## config.mk

```make
export PLATFORM = sky130hd
export DESIGN_NAME = pm_evt_sci
export DESIGN_NICKNAME = d
export VERILOG_FILES = /design/src/rtl/pm_evt_pkg.sv /design/src/rtl/pm_win_dec.sv /design/src/rtl/pm_tmr.sv /design/src/rtl/pm_regs.sv /design/src/rtl/pm_evt_sci.sv
export SDC_FILE = /design/constraint.sdc
export NUM_CORES = 1
export LEC_CHECK = 0
export CORE_AREA = 2 2 95 97
export DETAILED_ROUTE_END_ITERATION = 8
export DIE_AREA = 0 0 97 99
export PLACE_DENSITY = 0.82
export SLEW_MARGIN = 20
export SYNTH_ARGS = -nofsm -noshare
export SYNTH_HDL_FRONTEND = slang
export SYNTH_SLANG_ARGS = --single-unit
```

## constraint.sdc

```tcl
create_clock -name clk -period 7.9 [get_ports clk]
set_clock_uncertainty 0.2 [all_clocks]
set_input_delay 1.975 -clock clk [delete_from_list [all_inputs] [get_ports clk]]
set_output_delay 1.975 -clock clk [all_outputs]
set_load 0.03 [all_outputs]
```

## src/rtl/pm_evt_pkg.sv

```systemverilog
package pm_evt_pkg;
  localparam int REG_W   = 16;
  localparam int WIN_LG  = 6;
  localparam logic [WIN_LG-1:0] OFF_STS  = 6'h00;
  localparam logic [WIN_LG-1:0] OFF_EN   = 6'h02;
  localparam logic [WIN_LG-1:0] OFF_CTL  = 6'h04;
  localparam logic [WIN_LG-1:0] OFF_TLO  = 6'h08;
  localparam logic [WIN_LG-1:0] OFF_THI  = 6'h0A;
  localparam int B_TMR = 0;
  localparam int B_GBL = 5;
  localparam int B_PWR = 8;
  localparam int B_RTC = 10;
  localparam logic [REG_W-1:0] SCI_MASK =
    (REG_W'(1) << B_TMR) | (REG_W'(1) << B_GBL) |
    (REG_W'(1) << B_PWR) | (REG_W'(1) << B_RTC);
endpackage

```

## src/rtl/pm_win_dec.sv

```systemverilog
module pm_win_dec #(
  parameter int ADDR_W = 16
) (
  input  logic [ADDR_W-1:0]                 base_i,
  input  logic [7:0]                        ctl_i,
  input  logic [ADDR_W-1:0]                 addr_i,
  output logic                              hit_o,
  output logic [pm_evt_pkg::WIN_LG-1:0]     off_o
);
  import pm_evt_pkg::*;
  localparam logic [ADDR_W-1:0] LOW_MASK = ADDR_W'((1 << WIN_LG) - 1);

  logic [ADDR_W-1:0] base_al;
  logic [ADDR_W-1:0] addr_al;
  logic              win_on;

  always_comb begin
    base_al = base_i & ~LOW_MASK;
    addr_al = addr_i & ~LOW_MASK;
    win_on  = (ctl_i & 8'h01) != 8'h00;
    hit_o   = win_on && (addr_al == base_al);
    off_o   = addr_i[WIN_LG-1:0];
  end
endmodule

```

## src/rtl/pm_tmr.sv

```systemverilog
module pm_tmr #(
  parameter int TMR_W = 24
) (
  input  logic             clk,
  input  logic             rst_n,
  output logic [TMR_W-1:0] cnt_o,
  output logic             flip_o
);
  logic [TMR_W-1:0] cnt_q;
  logic [TMR_W-1:0] cnt_d;

  always_comb begin
    cnt_d  = cnt_q + TMR_W'(1);
    flip_o = &cnt_q[TMR_W-2:0];
  end

  always_ff @(posedge clk or negedge rst_n) begin
    if (!rst_n) cnt_q <= '0;
    else        cnt_q <= cnt_d;
  end

  assign cnt_o = cnt_q;
endmodule

```

## src/rtl/pm_regs.sv

```systemverilog
module pm_regs (
  input  logic                         clk,
  input  logic                         rst_n,
  input  logic                         wr_sts_i,
  input  logic                         wr_en_i,
  input  logic                         wr_ctl_i,
  input  logic [pm_evt_pkg::REG_W-1:0] wdata_i,
  input  logic [pm_evt_pkg::REG_W-1:0] evt_i,
  input  logic                         tmr_flip_i,
  output logic [pm_evt_pkg::REG_W-1:0] sts_o,
  output logic [pm_evt_pkg::REG_W-1:0] en_o,
  output logic [pm_evt_pkg::REG_W-1:0] ctl_o,
  output logic                         sci_o
);
  import pm_evt_pkg::*;

  logic [REG_W-1:0] sts_q, en_q, ctl_q;
  logic [REG_W-1:0] set_vec, clr_vec;
  logic             armed, tmr_set;

  always_comb begin
    armed   = en_q[B_TMR] & ~sts_q[B_TMR];
    tmr_set = tmr_flip_i & armed;
    set_vec = evt_i | (REG_W'(tmr_set) << B_TMR);
    clr_vec = wr_sts_i ? wdata_i : '0;
  end

  for (genvar i = 0; i < REG_W; i++) begin : g_sts
    logic bit_d, bit_ce;
    always_comb begin
      bit_ce = set_vec[i] | clr_vec[i];
      bit_d  = set_vec[i] | (sts_q[i] & ~clr_vec[i]);
    end
    always_ff @(posedge clk or negedge rst_n) begin
      if (!rst_n)      sts_q[i] <= 1'b0;
      else if (bit_ce) sts_q[i] <= bit_d;
    end
  end

  always_ff @(posedge clk or negedge rst_n) begin
    if (!rst_n)       en_q <= '0;
    else if (wr_en_i) en_q <= wdata_i;
  end

  always_ff @(posedge clk or negedge rst_n) begin
    if (!rst_n)        ctl_q <= '0;
    else if (wr_ctl_i) ctl_q <= wdata_i;
  end

  assign sts_o = sts_q;
  assign en_o  = en_q;
  assign ctl_o = ctl_q;
  assign sci_o = |(sts_q & en_q & SCI_MASK);
endmodule

```

## src/rtl/pm_evt_sci.sv

```systemverilog
module pm_evt_sci #(
  parameter int ADDR_W = 16,
  parameter int TMR_W  = 24
) (
  input  logic              clk,
  input  logic              rst_n,
  input  logic [ADDR_W-1:0] cfg_base_i,
  input  logic [7:0]        cfg_ctl_i,
  input  logic [ADDR_W-1:0] io_addr_i,
  input  logic              io_wr_i,
  input  logic              io_rd_i,
  input  logic [15:0]       io_wdata_i,
  output logic [15:0]       io_rdata_o,
  output logic              io_hit_o,
  input  logic [15:0]       evt_i,
  output logic              sci_o
);
  import pm_evt_pkg::*;
  localparam int EXT_W = 2 * REG_W;

  logic [WIN_LG-1:0] off;
  logic              hit;
  logic [TMR_W-1:0]  tmr_cnt;
  logic              tmr_flip;
  logic [EXT_W-1:0]  tmr_ext;
  logic [REG_W-1:0]  sts_q, en_q, ctl_q;
  logic              wr_sts, wr_en, wr_ctl;

  pm_win_dec #(.ADDR_W(ADDR_W)) u_dec (
    .base_i (cfg_base_i),
    .ctl_i  (cfg_ctl_i),
    .addr_i (io_addr_i),
    .hit_o  (hit),
    .off_o  (off)
  );

  pm_tmr #(.TMR_W(TMR_W)) u_tmr (
    .clk    (clk),
    .rst_n  (rst_n),
    .cnt_o  (tmr_cnt),
    .flip_o (tmr_flip)
  );

  if (TMR_W < EXT_W) begin : g_ext_pad
    assign tmr_ext = {{(EXT_W-TMR_W){1'b0}}, tmr_cnt};
  end else begin : g_ext_full
    assign tmr_ext = tmr_cnt[EXT_W-1:0];
  end

  always_comb begin
    wr_sts = io_wr_i && hit && (off == OFF_STS);
    wr_en  = io_wr_i && hit && (off == OFF_EN);
    wr_ctl = io_wr_i && hit && (off == OFF_CTL);
  end

  pm_regs u_regs (
    .clk        (clk),
    .rst_n      (rst_n),
    .wr_sts_i   (wr_sts),
    .wr_en_i    (wr_en),
    .wr_ctl_i   (wr_ctl),
    .wdata_i    (io_wdata_i),
    .evt_i      (evt_i),
    .tmr_flip_i (tmr_flip),
    .sts_o      (sts_q),
    .en_o       (en_q),
    .ctl_o      (ctl_q),
    .sci_o      (sci_o)
  );

  always_comb begin
    io_rdata_o = '0;
    if (io_rd_i && hit) begin
      unique case (off)
        OFF_STS: io_rdata_o = sts_q;
        OFF_EN:  io_rdata_o = en_q;
        OFF_CTL: io_rdata_o = ctl_q;
        OFF_TLO: io_rdata_o = tmr_ext[REG_W-1:0];
        OFF_THI: io_rdata_o = tmr_ext[EXT_W-1:REG_W];
        default: io_rdata_o = '0;
      endcase
    end
  end

  assign io_hit_o = hit;
endmodule

```

==> results of run 1 <==
power breakdown:
part	internal (mW)	leakage, nW	switching, mW	total (mW)
clock	0.220	0.127	0.147	0.367
combinational	0.0372	0.996	0.0304	0.0676
sequential	0.368	0.908	0.0000262	0.368
layout by cell type (no fill, tap or decap), types with 15 or more instances in the layout:
master	count
mux2_2	32
mux2i_1	16
dfrtp_1	72
nor2_1	20
xnor2_1	22
nand2_1	17
a221oi_1	16
nor3_1	25
clkdlybuf4s50_1	79
a31oi_1	15
inv_1	23
metal layers:
metal  GRT usage  part of all wire
met5           0                 0
met2       0.348              0.51
met4      0.0834             0.020
met3      0.0411             0.051
met1       0.263              0.42
worst max-delay path, stage by stage:
cell             delay, ps
clkdlybuf4s50_1        430
or4_1                  660
nor2_1                 510
buf_4                  290
nand2_1                 70
a211oi_1               330
clkdlybuf4s50_1        750
cells by family (layout without fill, tap and decap cells):
family | count (synthesis) | count (layout)
AND/OR/NAND/NOR | 112 | 112
XOR/XNOR | 32 | 32
multiplexers | 48 | 48
flip-flops | 72 | 72
AO/OA/AOI/OAI | 44 | 44
adder cells (fa/ha/maj) | 1 | 1
buffers and inverters | 41 | 127
cell type report:
cell class	instances	area, µm²
Clock buffer	10	138
Clock inverter	6	116
Fill cell	700	3650
Inverter	23	86.3
Multi-Input combinational cell	237	1760
Sequential cell	72	1800
Tap cell	108	135
Timing Repair Buffer	88	856
sequential cells by signal (all words and copies together), names as in the netlist:
name	count
u_regs.sts_o	16
u_tmr.cnt_o	24
u_regs.en_o	16
u_regs.ctl_o	16
final timing paths:
path                            startpoint               to  slack, ps  cells past startpoint
setup reg to reg            u_tmr.cnt_o[6]  u_regs.sts_o[0]       5600                      4
setup / recovery              io_addr_i[1]    io_rdata_o[6]        720                      7
hold reg to reg            u_tmr.cnt_o[23]  u_tmr.cnt_o[23]        290                      1
min in group asynchronous            rst_n  u_regs.ctl_o[3]       1620                      2
hold / removal             u_tmr.cnt_o[23]  u_tmr.cnt_o[23]        290                      1
max in group asynchronous            rst_n  u_tmr.cnt_o[14]       5290                      2
stage by stage:
step / area (µm²) / power [mW] / util
final: 4900 / 0.803 / 0.573
after global routing: 4900 / 0.831 / 0.573
after CTS: 4900 / 0.807 / 0.573
after detailed placement: 4640 / 0.443 / 0.543
after global placement: 4640 / 0.442 / 0.543
after floorplan: 3740 / 0.396 / -
==> impl_results.md, run 1 <==
- Dominant synthesized flop cell: dfrtp_1
- First-pass DRT Iterations: 4
- Syn_nets: 427
- Fraction of layout cells with a size suffix above 1: 0.140
- DRC: 0
- Syn Area/Cell: 10.7 µm²
- Routed WL: 9650 µm
- Unique masters post-synth: 34
- Leak Pwr: 2.03 nW
- Antenna diodes: 0
- Area Growth Syn to Fin: 30.9%
- Hold-fix buffers, CTS: 0
- WP data required: 5730 ps
- Number of gates resized after cts: 0
- Run status: complete, no violations
- Mux cell area share after synthesis: 0.139
- PortBufs: 80
- Nets: 508
- Final setup fails: 0
- Kind of critical path: in2out
- Maximum fanout along the worst path: 10
- Via Count: 3,068
- Yosys warns: 0
- CTS tree: done
- Share of the synthesized area in the top cell type: 0.482
- Crit path capture type: primary output
- Crit share post-route: 0.909
- Initial Util: 0.437
- GRT Util Overall: 0.207
- DIE HEIGHT: 99 µm
- Worst skew pair latency: 360 ps
- CP arrival: 5010 ps
- Post-Synth XOR/XNOR Area: 0.0749
- Largest family of logic cells by synthesized area: simple AND/OR/NAND/NOR gates
- H-tree depth: 3
- EDFF count, synth: 0
- Initial antenna violation count: 0
- Ys async rst share: 1.00
- Hold WS: 287 ps
- Worst-path clk slew: 70 ps
- 1st-iter DRT viols: 154
- Adder-cell area share of the yosys netlist: 0.00335
- Synth Cell Area: 3740 µm²
- Max Cap Viol: 0
- Worst Tran Pin Value: 899 ps
- I/O pin count: 94
- Final Max Tran Viols: 0
- Grt ovf: 0
- Finished Layout Cells: 544
- Startpoint types: input pin
- Core area: 8550 µm²
- Final Critical Period: 7180 ps
- Fmax: 139 MHz
- Max VDD drop: 0.111 mV
- Clk buf depth: 2
- Via density: 5.64
- Yosys reg bits: 72
- Relative slew slack: 0.401
- Commonest cells post-synth: dfrtp_1 (72), mux2_2 (32), nor3_1 (25), inv_1 (23), xnor2_1 (22)
- Fin Setup TNS: 0 ps
- Area contributors post-synth: dfrtp_1 (48%), mux2_2 (9.6%), xnor2_1 (5.2%)
- Vias in the first global route: 3,268
- Cells after synthesis: 350
- GPL Wtd Cong: 0.853
- Pre-CTS WS: 782 ps
- Post-DRT Antenna Nets: 0
- Largest net degree at the start of global routing: 73
- CTS root buf: clkbuf_8
- Num CTS Buffers: 9
- PwrDens: 164 nW/µm²
- HPWL after DPL: 6640 µm
- Dpl cells: 528
- Drt wl/cell: 17.7 µm
- Die Wd: 97 µm
- Synth Area in Simple Gates: 0.167
- Clock sink count: 72
- RSZ-0062 raised after global routing: false
- Die footprint: 9600 µm²
- Synth Area in Compound Gates: 0.0873
- Post-CTS Setup Bufs: 0
- Share of the yosys chip area belonging to registers: 0.482
- Global-route wire length before repair: 15,800 µm
- Post-synth top area cell: dfrtp_1
- Worst Hold Class: reg2reg
- Fin. Hold Viols: 0
- Cell with the most instances after synthesis: dfrtp_1
- Row cnt: 34
- Fin worst setup slack: 719 ps
Power figures use the tool's default switching activity.
==> inputs of run 2 (changes only) <==
- REMOVE_ABC_BUFFERS: default -> 1
==> impl_results.md, run 2 (synthesized netlist as in run 1, its figures left out) <==
- CP arrival: 4960 ps (-50 ps)
- PortBufs: 80 (unchanged)
- Max VDD drop: 0.0896 mV (-20%)
- Routed WL: 9350 µm (-3.2%)
- Crit share post-route: 0.903 (-0.00550)
- Post-CTS Setup Bufs: 0 (unchanged)
- Via Count: 3,110 (+1.4%)
- DRC: 0 (unchanged)
- Final core occ: 0.564 (-0.00849)
- Leak Pwr: 2.00 nW (-1.7%)
- Worst-path clk slew: 60 ps (about the same)
- DIE HEIGHT: 99 µm (unchanged)
- Core area: 8550 µm² (unchanged)
- Startpoint types: input pin
- Number of gates resized after cts: 0 (unchanged)
- Post-DRT Antenna Nets: 0 (unchanged)
- Vias in the first global route: 3,192 (-2.3%)
- Clock sink count: 72 (unchanged)
- Final setup fails: 0 (unchanged)
- Area Growth Syn to Fin: 29.0%
- Final Max Tran Viols: 0 (unchanged)
- Fin Setup TNS: 0 ps (unchanged)
- Fin. Hold Viols: 0 (unchanged)
- CP bufs+invs: 2 (-1)
- Crit-path cells: clkdlybuf4s50_1 -> or4_1 -> nor3_2 -> a221oi_1 -> a211oi_1 -> clkdlybuf4s50_1
- Antenna diodes: 0 (unchanged)
- Worst skew pair latency: 350 ps (about the same)
- Largest net degree at the start of global routing: 73 (unchanged)
- Num CTS Buffers: 9 (unchanged)
- WP data required: 5730 ps (about the same)
- Run status: complete, no violations
- Final Critical Period: 7140 ps (-43.4 ps)
- Drt wl/cell: 17.2 µm (-3.0%)
- Top Family by Delay on Critical Path: simple AND/OR/NAND/NOR gates
- Via density: 5.73 (+1.6%)
- Crit path largest cell delay: 740 ps (about the same)
- GPL Wtd Cong: 0.843 (-1.2%)
- CP dominant cell by count: clkdlybuf4s50_1
- Clk buf depth: 2 (unchanged)
- Met1 Use GR: 0.252 (-0.0107)
- Initial antenna violation count: 0 (unchanged)
- Global-route wire length before repair: 15,500 µm (-1.7%)
- Row cnt: 34 (unchanged)
- Relative slew slack: 0.403 (+0.00213)
- Crit path capture type: primary output
- HPWL after DPL: 6560 µm (-1.2%)
- Max Cap Viol: 0 (unchanged)
- I/O pin count: 94 (unchanged)
- H-tree depth: 3 (unchanged)
- Placed Area: 4630 µm² (-0.16%)
- Kind of critical path: in2out
- Maximum fanout along the worst path: 8 (-2)
- Initial Util: 0.437 (unchanged)
- Fmax: 140 MHz (+0.61%)
- CTS root buf: clkbuf_8
- Most Used Layer, Global Route: met2
- Flop2flop setup slack: 5580 ps (-20 ps)
- CTS tree: done
- Cell area after layout: 4820 µm² (-1.5%)
- First-pass DRT Iterations: 5 (+1)
- GRT Util Overall: 0.203 (-0.00412)
- Flip-flop count of the largest register after layout: 24 (unchanged)
- Worst Hold Class: reg2reg
- Grt ovf: 0 (unchanged)
- Die footprint: 9600 µm² (unchanged)
- Hold WS: 279 ps (-7.83 ps)
- PwrDens: 149 nW/µm² (-9.3%)
- Commonest cells after routing, fill and taps aside: clkdlybuf4s50_1 (79), dfrtp_1 (72), mux2_2 (32)
- Hold-fix buffers, CTS: 0 (unchanged)
- Die Wd: 97 µm (unchanged)
- Slowest CP cell: clkdlybuf4s50_1
- Met2 Use GR: 0.346 (-0.00214)
- Commonest non-fill, non-tap cell in the layout: clkdlybuf4s50_1
- 1st-iter DRT viols: 250 (+62%)
- Met3 Track Usage GR: 0.0489 (+0.00780)
- RSZ-0062 raised after global routing: false
- Fraction of layout cells with a size suffix above 1: 0.133 (-0.00657)
- Worst Tran Pin Value: 896 ps (-3.19 ps)
- Nets: 507 (-0.20%)
## run 2: cell count changes in the layout (fill, tap and decap cells not counted)
cell       delta
buf_4         -1
bufinv_16     -2
clkbuf_1      +2
clkbuf_8      -1
clkinv_2      +2
clkinv_4      -1
## run 2: worst paths after layout
| check | cells past startpoint | endpoint | from |
|---|---|---|---|
| min in group asynchronous | 2 | u_regs.sts_o[4] | rst_n |
| worst max-delay path | 6 | io_rdata_o[4] | io_addr_i[1] |
| worst max register to register | 4 | u_regs.sts_o[0] | u_tmr.cnt_o[6] |
| worst min register to register | 1 | u_tmr.cnt_o[23] | u_tmr.cnt_o[23] |
| max in group asynchronous | 2 | u_tmr.cnt_o[23] | rst_n |
| worst min-delay path | 1 | u_tmr.cnt_o[23] | u_tmr.cnt_o[23] |
## run 2: metal layers
metal,share of wire,up-vias
met4,0.014,0
met1,0.42,1533
li1,-,1445
met3,0.055,14
met2,0.51,118
met5,0,-
## run 2: cell type report
class / count / area [µm²]
fillers: 726 / 3730
flip-flops and latches: 72 / 1800
multi-input cells: 237 / 1760
repair buffers: 87 / 848
well taps: 108 / 135
clock buffers: 11 / 131
inverters: 23 / 86.3
clock inverters: 5 / 57.6
## run 2: metrics by stage
step           power [mW]  std cells  setup WS (ps)
6_report            0.717        543            762
3_5_place_dp        0.443        527            771
2_1_floorplan       0.392        332           1510
4_1_cts             0.721        543            747
5_1_grt             0.746        543            662
3_3_place_gp        0.442        527            778
## run 2: report_power, final
| group | internal (mW) | switching, mW |
|---|---|---|
| Clock | 0.146 | 0.135 |
| Combinational | 0.0371 | 0.0300 |
| Sequential | 0.368 | 0.0000266 |
==> inputs of run 3 (changes only) <==
- SKIP_CTS_REPAIR_TIMING: default -> 1
==> results of run 3 <==
Final layout, timing and power as in run 2 (identical DEF).
